**src/rtl/lbc_pkg.sv**
```systemverilog
package lbc_pkg;
  localparam int unsigned LBC_A_CTRL  = 0;
  localparam int unsigned LBC_A_STAT  = 1;
  localparam int unsigned LBC_A_CKSEL = 2;

  localparam int unsigned LBC_B_FORCE = 0;
  localparam int unsigned LBC_B_DIR   = 1;
  localparam int unsigned LBC_B_ACK   = 2;
  localparam int unsigned LBC_B_IE    = 7;

  localparam int unsigned LBC_CKSEL_W = 4;

  typedef struct packed {
    logic                   ie;
    logic                   irq_flag;
    logic                   err_flag;
    logic                   tx;
    logic [LBC_CKSEL_W-1:0] cksel;
  } lbc_stat_t;
endpackage

```
**src/rtl/lbc_ctrl_reg.sv**
```systemverilog
module lbc_ctrl_reg
  import lbc_pkg::*;
#(
  parameter int unsigned ADDR_W = 2
) (
  input  logic                   clk,
  input  logic                   rst,
  input  logic                   wr_en,
  input  logic [ADDR_W-1:0]      addr,
  input  logic [7:0]             wdata,
  output logic                   dir_q,
  output logic                   force_q,
  output logic                   tx_q,
  output logic                   ie_q,
  output logic [LBC_CKSEL_W-1:0] cks_q,
  output logic                   ack_pulse
);
  logic wr_ctrl, wr_stat, wr_cks;
  logic unused_wbits;

  assign wr_ctrl = wr_en && (addr == ADDR_W'(LBC_A_CTRL));
  assign wr_stat = wr_en && (addr == ADDR_W'(LBC_A_STAT));
  assign wr_cks  = wr_en && (addr == ADDR_W'(LBC_A_CKSEL));

  // acknowledge is never stored: the decoded write is the one-cycle clear
  assign ack_pulse    = wr_ctrl && wdata[LBC_B_ACK];
  assign unused_wbits = ^wdata[6:4];

  always_ff @(posedge clk) begin
    if (rst) begin
      dir_q   <= 1'b0;
      force_q <= 1'b0;
      tx_q    <= 1'b0;
    end else if (wr_ctrl) begin
      dir_q   <= wdata[LBC_B_DIR];
      force_q <= wdata[LBC_B_FORCE];
      tx_q    <= wdata[LBC_B_DIR] | wdata[LBC_B_FORCE];
    end
  end

  always_ff @(posedge clk) begin
    if (rst)          ie_q <= 1'b0;
    else if (wr_stat) ie_q <= wdata[LBC_B_IE];
  end

  always_ff @(posedge clk) begin
    if (rst)         cks_q <= '0;
    else if (wr_cks) cks_q <= wdata[LBC_CKSEL_W-1:0];
  end

  assert_tx_mirror_R3: assert property (@(posedge clk) disable iff (rst)
    tx_q == (dir_q | force_q));
  assert_force_tx_R3: assert property (@(posedge clk) disable iff (rst)
    force_q |-> tx_q);
endmodule

```
**src/rtl/lbc_sticky_flag.sv**
```systemverilog
module lbc_sticky_flag #(
  parameter int unsigned N_SRC = 2
) (
  input  logic             clk,
  input  logic             rst,
  input  logic [N_SRC-1:0] set_i,
  input  logic             clr_i,
  output logic             q
);
  logic any_set;

  generate
    if (N_SRC == 1) begin : g_one
      assign any_set = set_i[0];
    end else begin : g_many
      assign any_set = |set_i;
    end
  endgenerate

  // a set in the same cycle as a clear wins
  always_ff @(posedge clk) begin
    if (rst)          q <= 1'b0;
    else if (any_set) q <= 1'b1;
    else if (clr_i)   q <= 1'b0;
  end

  assert_set_wins_R6: assert property (@(posedge clk) disable iff (rst)
    (|set_i) |=> q);
  assert_clear_R4: assert property (@(posedge clk) disable iff (rst)
    (clr_i && !(|set_i)) |=> !q);
  assert_hold_R9: assert property (@(posedge clk) disable iff (rst)
    (!clr_i && !(|set_i)) |=> $stable(q));
endmodule

```
**src/rtl/lbc_rdmux.sv**
```systemverilog
module lbc_rdmux
  import lbc_pkg::*;
#(
  parameter int unsigned ADDR_W = 2
) (
  input  logic              clk,
  input  logic              rst,
  input  logic              rd_en,
  input  logic [ADDR_W-1:0] addr,
  input  logic              dir_q,
  input  logic              force_q,
  input  lbc_stat_t         stat,
  output logic [7:0]        rdata
);
  logic [7:0] sel;

  always_comb begin
    sel = 8'h00;
    if (addr == ADDR_W'(LBC_A_CTRL)) begin
      sel[LBC_B_DIR]   = dir_q;
      sel[LBC_B_FORCE] = force_q;
    end else if (addr == ADDR_W'(LBC_A_STAT)) begin
      sel = stat;
    end else if (addr == ADDR_W'(LBC_A_CKSEL)) begin
      sel[LBC_CKSEL_W-1:0] = stat.cksel;
    end
  end

  always_ff @(posedge clk) begin
    if (rst)        rdata <= 8'h00;
    else if (rd_en) rdata <= sel;
  end

  assert_ack_reads_zero_R4: assert property (@(posedge clk) disable iff (rst)
    (rd_en && addr == ADDR_W'(LBC_A_CTRL)) |=> (rdata[LBC_B_ACK] == 1'b0));
  assert_unmapped_zero_R12: assert property (@(posedge clk) disable iff (rst)
    (rd_en && addr > ADDR_W'(LBC_A_CKSEL)) |=> (rdata == 8'h00));
  assert_rdata_hold_R12: assert property (@(posedge clk) disable iff (rst)
    !rd_en |=> $stable(rdata));
endmodule

```
**src/rtl/lbc_regs.sv**
```systemverilog
module lbc_regs
  import lbc_pkg::*;
#(
  parameter int unsigned ADDR_W = 2
) (
  input  logic                   clk,
  input  logic                   rst,
  input  logic                   wr_en,
  input  logic                   rd_en,
  input  logic [ADDR_W-1:0]      addr,
  input  logic [7:0]             wdata,
  output logic [7:0]             rdata,
  input  logic                   ev_rx_done,
  input  logic                   ev_tx_done,
  input  logic                   ev_force_done,
  input  logic                   ev_fmt_err,
  input  logic                   ev_if_fail,
  output logic                   ctrl_dir,
  output logic                   ctrl_force,
  output logic                   tx_active,
  output logic [LBC_CKSEL_W-1:0] clk_sel,
  output logic                   irq
);
  localparam int unsigned N_DONE = 3;
  localparam int unsigned N_ERR  = 2;

  logic                   ie_q, ack_pulse, irq_flag, err_flag, stat_rd;
  logic [LBC_CKSEL_W-1:0] cks_q;
  lbc_stat_t              stat;

  lbc_ctrl_reg #(.ADDR_W(ADDR_W)) u_ctrl (
    .clk(clk), .rst(rst), .wr_en(wr_en), .addr(addr), .wdata(wdata),
    .dir_q(ctrl_dir), .force_q(ctrl_force), .tx_q(tx_active),
    .ie_q(ie_q), .cks_q(cks_q), .ack_pulse(ack_pulse)
  );

  lbc_sticky_flag #(.N_SRC(N_DONE)) u_irq_flag (
    .clk(clk), .rst(rst),
    .set_i({ev_force_done, ev_tx_done, ev_rx_done}),
    .clr_i(ack_pulse), .q(irq_flag)
  );

  assign stat_rd = rd_en && (addr == ADDR_W'(LBC_A_STAT));

  lbc_sticky_flag #(.N_SRC(N_ERR)) u_err_flag (
    .clk(clk), .rst(rst),
    .set_i({ev_if_fail, ev_fmt_err}),
    .clr_i(stat_rd), .q(err_flag)
  );

  always_comb begin
    stat.ie       = ie_q;
    stat.irq_flag = irq_flag;
    stat.err_flag = err_flag;
    stat.tx       = tx_active;
    stat.cksel    = cks_q;
  end

  lbc_rdmux #(.ADDR_W(ADDR_W)) u_rd (
    .clk(clk), .rst(rst), .rd_en(rd_en), .addr(addr),
    .dir_q(ctrl_dir), .force_q(ctrl_force), .stat(stat), .rdata(rdata)
  );

  assign clk_sel = cks_q;

  always_ff @(posedge clk) begin
    if (rst) irq <= 1'b0;
    else     irq <= irq_flag & ie_q;
  end

  assert_irq_gate_R8: assert property (@(posedge clk) disable iff (rst)
    irq |-> $past(ie_q));
  assert_irq_follow_R8: assert property (@(posedge clk) disable iff (rst)
    (irq_flag && ie_q) |=> irq);
  assert_err_keep_R10: assert property (@(posedge clk) disable iff (rst)
    (err_flag && !stat_rd) |=> err_flag);
endmodule

```
**config.mk**
```make
export PLATFORM = sky130hd
export DESIGN_NAME = lbc_regs
export DESIGN_NICKNAME = d
export VERILOG_FILES = /design/src/rtl/lbc_pkg.sv /design/src/rtl/lbc_ctrl_reg.sv /design/src/rtl/lbc_sticky_flag.sv /design/src/rtl/lbc_rdmux.sv /design/src/rtl/lbc_regs.sv
export SDC_FILE = /design/constraint.sdc
export NUM_CORES = 1
export LEC_CHECK = 0
export ABC_CLOCK_PERIOD_IN_PS = 1300
export BUFFER_PORTS_ARGS = -buffer_cell sky130_fd_sc_hd__buf_2
export CORE_UTILIZATION = 43
export CTS_BUF_LIST = sky130_fd_sc_hd__clkbuf_16
export CTS_CLUSTER_DIAMETER = 80
export DETAILED_ROUTE_END_ITERATION = 16
export PLACE_DENSITY_LB_ADDON = 0.3
export SYNTH_ARGS = -nofsm -noshare
export SYNTH_HDL_FRONTEND = slang
export SYNTH_HIERARCHICAL = 1
export SYNTH_SLANG_ARGS = --single-unit
```
**constraint.sdc**
```tcl
create_clock -name clk -period 1.3 [get_ports clk]
set_clock_uncertainty 0.1 [all_clocks]
set_input_delay 0.26 -clock clk [delete_from_list [all_inputs] [get_ports clk]]
set_output_delay 0.26 -clock clk [all_outputs]
set_load 0.005 [all_outputs]
```
==> results.cfg, run 1 <==
[worst_hold_path]
min_from = wdata[7]
worstHoldPathType = in2reg

[synth]
yosys.cell_types.count = 20
synth_top_cell_by_area = sky130_fd_sc_hd__dfxtp_1
postSynthNetCount = 106
yosysWarnings = 6
synth_top_area_share = 0.454
post_synthesis_mean_instance_area_um2 = 9.64
synth.cells.most_frequent = 20 x sky130_fd_sc_hd__nand2b_1, 19 x sky130_fd_sc_hd__dfxtp_1, 10 x sky130_fd_sc_hd__mux2i_1
synth_edf_count = 0
synthMostInstantiatedCell = sky130_fd_sc_hd__nand2b_1
synth.cell_area_um2 = 838
ys_top_cells_by_area = sky130_fd_sc_hd__dfxtp_1 45%, sky130_fd_sc_hd__nand2b_1 15%, sky130_fd_sc_hd__mux2i_1 12%
synth.yosys.seq_area_share = 0.454
synthArstFlopShare = 0
syn-instance-count = 87
synth_seq_cells = 19
synth_top_flop_cell = sky130_fd_sc_hd__dfxtp_1

[power_and_ir_drop]
cellLeakagePower_nw = 0.531
power.combinational.fraction = 0.099
totalPowerFinal_mw = 1.39
max_vdd_drop_v = 0.000990
clkPwrFrac = 0.456
power_per_cell_area_nw_per_um2 = 1230
power_report.internal_total_mw = 1.09
seq_power_share = 0.445
power_switching_uw = 297
sw_frac_of_total = 0.215

[critical_path]
critical_path.n_buffers_inverters = 1
cp_slowest_stage_delay_ns = 0.39
worst-endpoint-required_ns = 0.94
critical_path.cell_chain = buf_2
crit_path_max_fanout = 4
cp.arrival_ns = 0.78
timing.critical_path.to_type = output pin
worst_setup_path_start_kind = flop
worst_path_dominant_cell_family = flip-flops
critPathKind = reg2out
worstReg2RegStart = u_ctrl/cks_q[0]$_SDFFE_PP0P_
critical_path.slowest_cell = sky130_fd_sc_hd__dfxtp_1
critPathLaunch = u_ctrl/cks_q[1]$_SDFFE_PP0P_

[timing]
final_min_period_over_clock_period = 0.875
final-max-slew-violation-count = 0
layout_min_cycle_time_ns = 1.14
worst_slew_pin_slew_ns = 0.348
achievable-frequency_mhz = 879
setup_total_negative_slack_ns = 0
setup_ws_ns = 0.163
finalSetupViolCount = 0
setup_repair_after_global_routing_missed_its_margin = false
max_slew_margin = 0.768
timing.hold.ws_ns = 0.177
hold_viol = 0

[die]
die_area_um2 = 2130
starting_density_of_the_core = 0.470
ioPinCount = 35
die_w_um = 46.2
chipHeight_um = 46.2
placementRows = 15
core_area_um2 = 1780

[global_routing]
globalRouteTotalUtil = 0.183
grt_pass1_wl_um = 2730
grt_max_degree = 26
globalRoute.totalOverflow = 0
antenna_found_initial = 0
first_global_vias = 650

[clock_network]
postCtsResizedCells = 0
worstSkewPairLatency_ns = 0.25
post_cts_hold_buffer_count = 0
cts_tree = yes
clk_path_buf_depth = 2
cts_root_buffer = sky130_fd_sc_hd__clkbuf_16
cts_post_setup_buffers_inserted = 0
cts.sink_count = 19
cts_htree_levels = 1
path_clk_slew_ns = 0.06
number_of_buffers_inserted_during_clock_tree_synthesis = 3

[route]
drt_drc_violations_left = 0
detailedRoute.firstIterationViolations = 7
detailedRoute.firstPassIterationCount = 4
antenna_violating_nets_post_route = 0
num_vias = 697
routed_wire_length_per_instance_um = 12.2
detail_route.vias_per_cell = 4.74
totalWireLength_um = 1790

[outcome]
run_status = finished, final reports clean

[placement]
place.gp.congestion = 0.763
dpl.cell_count = 143
place_ws_ns = 0.0164
port_buffers = 31
place_hpwl_um = 1280
place_area_um2 = 1040

[flow_run]
max_capacitance_violation_count = 0

[cells_and_area]
final_core_utilization = 0.629
final-seq-area_um2 = 380
multi_input_comb_area_um2 = 434
layout.nets = 142
postLayoutCellArea_um2 = 1120
area.growth.synth_to_final_pct = 33.9
finish.cell_count_without_fillers = 147
filler_cell_count = 158
n_antenna_cell = 0
drive_above_1_share = 0.352
sequential cells by signal, summed over array words and instances (netlist names):
register        flops
u_rd/rdata          8
u_ctrl/cks_q        4
irq                 1
u_ctrl/dir_q        1
u_ctrl/force_q      1
u_ctrl/ie_q         1
u_ctrl/tx_q         1
u_err_flag/q        1
u_irq_flag/q        1
cell usage in the layout (no fill, tap or decap), types with 2 or more instances in the layout:
cell / synthesis / routed
sky130_fd_sc_hd__dfxtp_1: 19 / 19
sky130_fd_sc_hd__buf_2: 1 / 31
sky130_fd_sc_hd__nor2_1: 4 / 4
sky130_fd_sc_hd__a21oi_1: 8 / 8
sky130_fd_sc_hd__buf_4: 0 / 5
sky130_fd_sc_hd__clkbuf_16: 0 / 3
sky130_fd_sc_hd__and3b_1: 3 / 3
sky130_fd_sc_hd__a2bb2oi_1: 2 / 2
sky130_fd_sc_hd__a211oi_1: 2 / 2
sky130_fd_sc_hd__mux2i_1: 10 / 10
sky130_fd_sc_hd__nand3_1: 6 / 6
sky130_fd_sc_hd__nand2b_1: 20 / 20
final timing paths:
path / endpoint / slack [ns] / depth (start not counted)
max: clk_sel[1] / 0.16 / 1
min: u_ctrl/ie_q$_SDFFE_PP0P_ / 0.18 / 3
max reg2reg: u_rd/rdata[0]$_SDFFE_PP0P_ / 0.23 / 3
min reg2reg: u_rd/rdata[4]$_SDFFE_PP0P_ / 0.37 / 2
metal layers:
layer  vias up  part of all wire  track usage
met3         2             0.043       0.0392
met2        20              0.48        0.293
met5         -                 0            0
li1        369                 -            -
met1       306              0.47        0.229
met4         0            0.0062       0.0941
power by group through the flow:
stage	sequential, mW	combinational (mW)	clock [mW]
finish	0.617	0.138	0.631
global route	0.619	0.152	0.663
CTS	0.617	0.139	0.641
detailed placement	0.629	0.137	0
global placement	0.628	0.132	0
floorplan	0.628	0.0694	0
logic make-up (layout without fill, tap and decap cells):
family / after synthesis / count (layout) / synth area share
compound gates: 13 / 13 / 0.0955
flops: 19 / 19 / 0.454
xor+xnor: 1 / 1 / 0.0104
mux: 10 / 10 / 0.119
simple gates: 38 / 38 / 0.293
buf+inv: 6 / 41 / 0.0283
cell type report:
class	instances	area share
repair buffers	36	0.172
flip-flops and latches	19	0.339
well taps	25	0.0279
inverters	1	0.00334
clock inverters	1	0.00446
clock buffers	3	0.0669
multi-input cells	62	0.387
Note: power is estimated with default switching activity, not from simulation.
==> run 2: changes to the inputs <==
--- a/config.mk
+++ b/config.mk
@@ -12,6 +12,7 @@
 export CTS_CLUSTER_DIAMETER = 80
 export DETAILED_ROUTE_END_ITERATION = 16
 export PLACE_DENSITY_LB_ADDON = 0.3
+export REMOVE_ABC_BUFFERS = 1
 export SYNTH_ARGS = -nofsm -noshare
 export SYNTH_HDL_FRONTEND = slang
 export SYNTH_HIERARCHICAL = 1
==> results.cfg, run 2 (synthesized netlist as in run 1, its figures left out) <==
[clock_network]
cts_post_setup_buffers_inserted = 0
clk_path_buf_depth = 2
number_of_buffers_inserted_during_clock_tree_synthesis = 3
cts.sink_count = 19
cts_htree_levels = 1
cts_tree = yes
path_clk_slew_ns = 0.05
worstSkewPairLatency_ns = 0.25
cts_root_buffer = sky130_fd_sc_hd__clkbuf_16
post_cts_hold_buffer_count = 0
postCtsResizedCells = 0

[route]
totalWireLength_um = 1580
routed_wire_length_per_instance_um = 10.8
detailedRoute.firstPassIterationCount = 4
antenna_violating_nets_post_route = 0
num_vias = 708
detail_route.vias_per_cell = 4.82
detailedRoute.firstIterationViolations = 5
drt_drc_violations_left = 0

[global_routing]
grt_max_degree = 26
antenna_found_initial = 0
grt_pass1_wl_um = 2510
first_global_vias = 609
globalRouteTotalUtil = 0.171
globalRoute.totalOverflow = 0

[timing]
final-max-slew-violation-count = 0
layout_min_cycle_time_ns = 1.11
timing.hold.ws_ns = 0.160
finalSetupViolCount = 0
worst_slew_pin_slew_ns = 0.344
max_slew_margin = 0.770
achievable-frequency_mhz = 897
final_min_period_over_clock_period = 0.858
hold_viol = 0
setup_repair_after_global_routing_missed_its_margin = false

[cells_and_area]
drive_above_1_share = 0.344
largest_registers_in_the_final_layout = u_rd/rdata x8, u_ctrl/cks_q x4
highest_count_cells_in_the_layout_ignoring_fill_and_taps = 31 x sky130_fd_sc_hd__buf_2, 20 x sky130_fd_sc_hd__nand2b_1, 19 x sky130_fd_sc_hd__dfxtp_1
finish.cell_count_without_fillers = 147
final_core_utilization = 0.629
layout.nets = 142
area.growth.synth_to_final_pct = 33.7
largest_register_ffs = 8
layout_commonest_cell = sky130_fd_sc_hd__buf_2
registers.top_by_ff_count = u_rd/rdata
n_antenna_cell = 0

[placement]
port_buffers = 31
dpl.cell_count = 143
place_hpwl_um = 1190
place.gp.congestion = 0.671

[power_and_ir_drop]
cellLeakagePower_nw = 0.533
totalPowerFinal_mw = 1.36
power_per_cell_area_nw_per_um2 = 1220
max_vdd_drop_v = 0.000962

[die]
chipHeight_um = 46.2
ioPinCount = 35
core_area_um2 = 1780
starting_density_of_the_core = 0.470
die_area_um2 = 2130
die_w_um = 46.2
placementRows = 15

[critical_path]
worst_setup_path_start_kind = flop
cp_slowest_stage_delay_ns = 0.37
critical_path.n_buffers_inverters = 1
crit_path_max_fanout = 4
critPathKind = reg2out
timing.critical_path.to_type = output pin
critical_path.cell_chain = buf_2
worst-endpoint-required_ns = 0.94
critical_path.slowest_cell = sky130_fd_sc_hd__dfxtp_1
worst_path_dominant_cell_family = flip-flops
cp.arrival_ns = 0.75

[outcome]
run_status = finished, final reports clean

[flow_run]
max_capacitance_violation_count = 0

[worst_hold_path]
worstHoldPathType = in2reg
==> run 2: cell types whose count changed in the layout (fill, tap and decap cells not counted), sizes merged <==
cell and change:
clkinv -1, inv +1
==> run 2: path summary, 6_finish.rpt <==
kind,depth (start not counted),slack [ns],end,from
max,1,0.19,clk_sel[0],u_ctrl/cks_q[0]$_SDFFE_PP0P_
min,3,0.16,u_err_flag/q$_SDFFE_PP0P_,ev_fmt_err
max reg2reg,3,0.30,u_rd/rdata[1]$_SDFFE_PP0P_,u_ctrl/cks_q[1]$_SDFFE_PP0P_
min reg2reg,2,0.36,u_rd/rdata[5]$_SDFFE_PP0P_,u_rd/rdata[5]$_SDFFE_PP0P_
==> run 2: metrics by stage <==
stage | setup TNS, ns | instance area (um^2) | setup WS (ns)
after floorplan | 0 | 818 | 0.105
after global placement | 0 | 1040 | 0.0200
after detailed placement | -0.0122 | 1040 | -0.0122
after CTS | 0 | 1120 | 0.179
after global routing | 0 | 1120 | 0.153
final | 0 | 1120 | 0.185
==> run 2: metal layers <==
layer,global-route usage,vias up,part of all wire
met3,0.0471,5,0.049
met4,0.106,0,0.023
li1,-,372,-
met2,0.276,19,0.48
met5,0,-,0
met1,0.198,312,0.45
==> run 2: layout make-up <==
| class | count | area (um^2) |
|---|---|---|
| inverter | 1 | 3.75 |
| clock buffer | 3 | 75.1 |
| sequential | 19 | 380 |
| timing repair buffer | 36 | 193 |
| fill | 162 | 662 |
| multi-input combinational | 62 | 434 |
| tap | 25 | 31.3 |
| clock inverter | 1 | 3.75 |
==> run 2: where the power goes <==
part / switching (mW) / total, mW / leakage [nW] / internal, mW
clock network: 0.202 / 0.611 / 0.0423 / 0.409
registers: 0.0132 / 0.616 / 0.155 / 0.603
logic: 0.0619 / 0.136 / 0.336 / 0.0740
==> run 3: changes to the inputs <==
--- a/config.mk
+++ b/config.mk
@@ -8,7 +8,7 @@
 export ABC_CLOCK_PERIOD_IN_PS = 1300
 export BUFFER_PORTS_ARGS = -buffer_cell sky130_fd_sc_hd__buf_2
 export CORE_UTILIZATION = 43
-export CTS_BUF_LIST = sky130_fd_sc_hd__clkbuf_16
+export CTS_BUF_LIST = sky130_fd_sc_hd__clkbuf_8
 export CTS_CLUSTER_DIAMETER = 80
 export DETAILED_ROUTE_END_ITERATION = 16
 export PLACE_DENSITY_LB_ADDON = 0.3
==> results.cfg, run 3 (synthesized netlist as in run 1, its figures left out) <==
[cells_and_area]
layout_commonest_cell = sky130_fd_sc_hd__buf_2
area.growth.synth_to_final_pct = 29.7
largest_register_ffs = 8
final_core_utilization = 0.610
layout.nets = 142
registers.top_by_ff_count = u_rd/rdata
drive_above_1_share = 0.344
largest_registers_in_the_final_layout = u_rd/rdata x8, u_ctrl/cks_q x4
postLayoutCellArea_um2 = 1090
n_antenna_cell = 0
highest_count_cells_in_the_layout_ignoring_fill_and_taps = 31 x sky130_fd_sc_hd__buf_2, 20 x sky130_fd_sc_hd__nand2b_1, 19 x sky130_fd_sc_hd__dfxtp_1

[route]
detailedRoute.firstPassIterationCount = 4
detail_route.vias_per_cell = 4.77
totalWireLength_um = 1580
routed_wire_length_per_instance_um = 10.8
detailedRoute.firstIterationViolations = 7
drt_drc_violations_left = 0
antenna_violating_nets_post_route = 0
num_vias = 701

[critical_path]
worstReg2RegStart = u_ctrl/cks_q[1]$_SDFFE_PP0P_
critPathKind = reg2out
worst_path_dominant_cell_family = flip-flops
crit_path_max_fanout = 4
cp_slowest_stage_delay_ns = 0.38
critPathLaunch = u_ctrl/cks_q[0]$_SDFFE_PP0P_
critical_path.n_buffers_inverters = 1
worst_setup_path_start_kind = flop
critical_path.cell_chain = buf_2
cp.arrival_ns = 0.76
critical_path.slowest_cell = sky130_fd_sc_hd__dfxtp_1
timing.critical_path.to_type = output pin
worst-endpoint-required_ns = 0.94

[clock_network]
path_clk_slew_ns = 0.06
post_cts_hold_buffer_count = 0
postCtsResizedCells = 0
cts_htree_levels = 1
cts_root_buffer = sky130_fd_sc_hd__clkbuf_8
clk_path_buf_depth = 2
cts.sink_count = 19
number_of_buffers_inserted_during_clock_tree_synthesis = 3
cts_tree = yes
worstSkewPairLatency_ns = 0.25
cts_post_setup_buffers_inserted = 0

[placement]
port_buffers = 31
place_ws_ns = -0.0122
place_hpwl_um = 1190
place.gp.congestion = 0.671
place_area_um2 = 1040

[global_routing]
grt_max_degree = 26
globalRouteTotalUtil = 0.171
grt_util_met2 = 0.287
first_global_vias = 619
globalRoute.totalOverflow = 0
antenna_found_initial = 0
grt_pass1_wl_um = 2510
grtUsageMet1 = 0.194
grt-busiest-layer = met2
met3_usage_grt = 0.0353

[timing]
hold_viol = 0
layout_min_cycle_time_ns = 1.12
final-max-slew-violation-count = 0
setup_repair_after_global_routing_missed_its_margin = false
max_slew_margin = 0.770
final_min_period_over_clock_period = 0.860
setup_total_negative_slack_ns = 0
worst_slew_pin_slew_ns = 0.345
achievable-frequency_mhz = 894
finalSetupViolCount = 0
setup_ws_ns = 0.181
timing.hold.ws_ns = 0.162

[die]
ioPinCount = 35
starting_density_of_the_core = 0.470
die_area_um2 = 2130
placementRows = 15
chipHeight_um = 46.2
die_w_um = 46.2
core_area_um2 = 1780

[outcome]
run_status = finished, final reports clean

[power_and_ir_drop]
power_per_cell_area_nw_per_um2 = 1040
max_vdd_drop_v = 0.000687
cellLeakagePower_nw = 0.517

[worst_hold_path]
min_from = ev_fmt_err
worstHoldPathType = in2reg

[flow_run]
max_capacitance_violation_count = 0
## run 3: changes by cell type in the layout (fill, tap and decap cells not counted)
cell                        delta
sky130_fd_sc_hd__clkbuf_16     -3
sky130_fd_sc_hd__clkbuf_8      +3
## run 3: final cells by class
class | count | area, um^2
Fill cell | 170 | 696
Clock inverter | 1 | 3.75
Inverter | 1 | 3.75
Timing Repair Buffer | 36 | 193
Tap cell | 25 | 31.3
Multi-Input combinational cell | 62 | 434
Clock buffer | 3 | 41.3
Sequential cell | 19 | 380
## run 3: layer usage
| layer | vias to the layer above | wire length (um) |
|---|---|---|
| li1 | 368 | - |
| met1 | 315 | 727 |
| met2 | 16 | 781 |
| met3 | 2 | 62 |
| met4 | 0 | 10 |
| met5 | - | 0 |
## run 3: power breakdown
part,internal (mW),total [mW],switching [mW]
Sequential,0.602,0.615,0.0130
Combinational,0.0740,0.136,0.0624
Clock,0.209,0.384,0.175
Total,0.885,1.14,0.251
## run 3: path summary, 6_finish.rpt
path / slack, ns / endpoint / depth (start not counted)
worst min register to register: 0.36 / u_rd/rdata[5]$_SDFFE_PP0P_ / 2
worst min-delay path: 0.16 / u_err_flag/q$_SDFFE_PP0P_ / 3
worst max register to register: 0.30 / u_rd/rdata[1]$_SDFFE_PP0P_ / 3
worst max-delay path: 0.18 / clk_sel[0] / 1
## run 3: per-stage QoR
step,total power [mW],std cells
CTS,1.15,147
floorplan,0.687,82
finish,1.14,147
global placement,0.761,143
global route,1.19,147
detailed placement,0.766,143
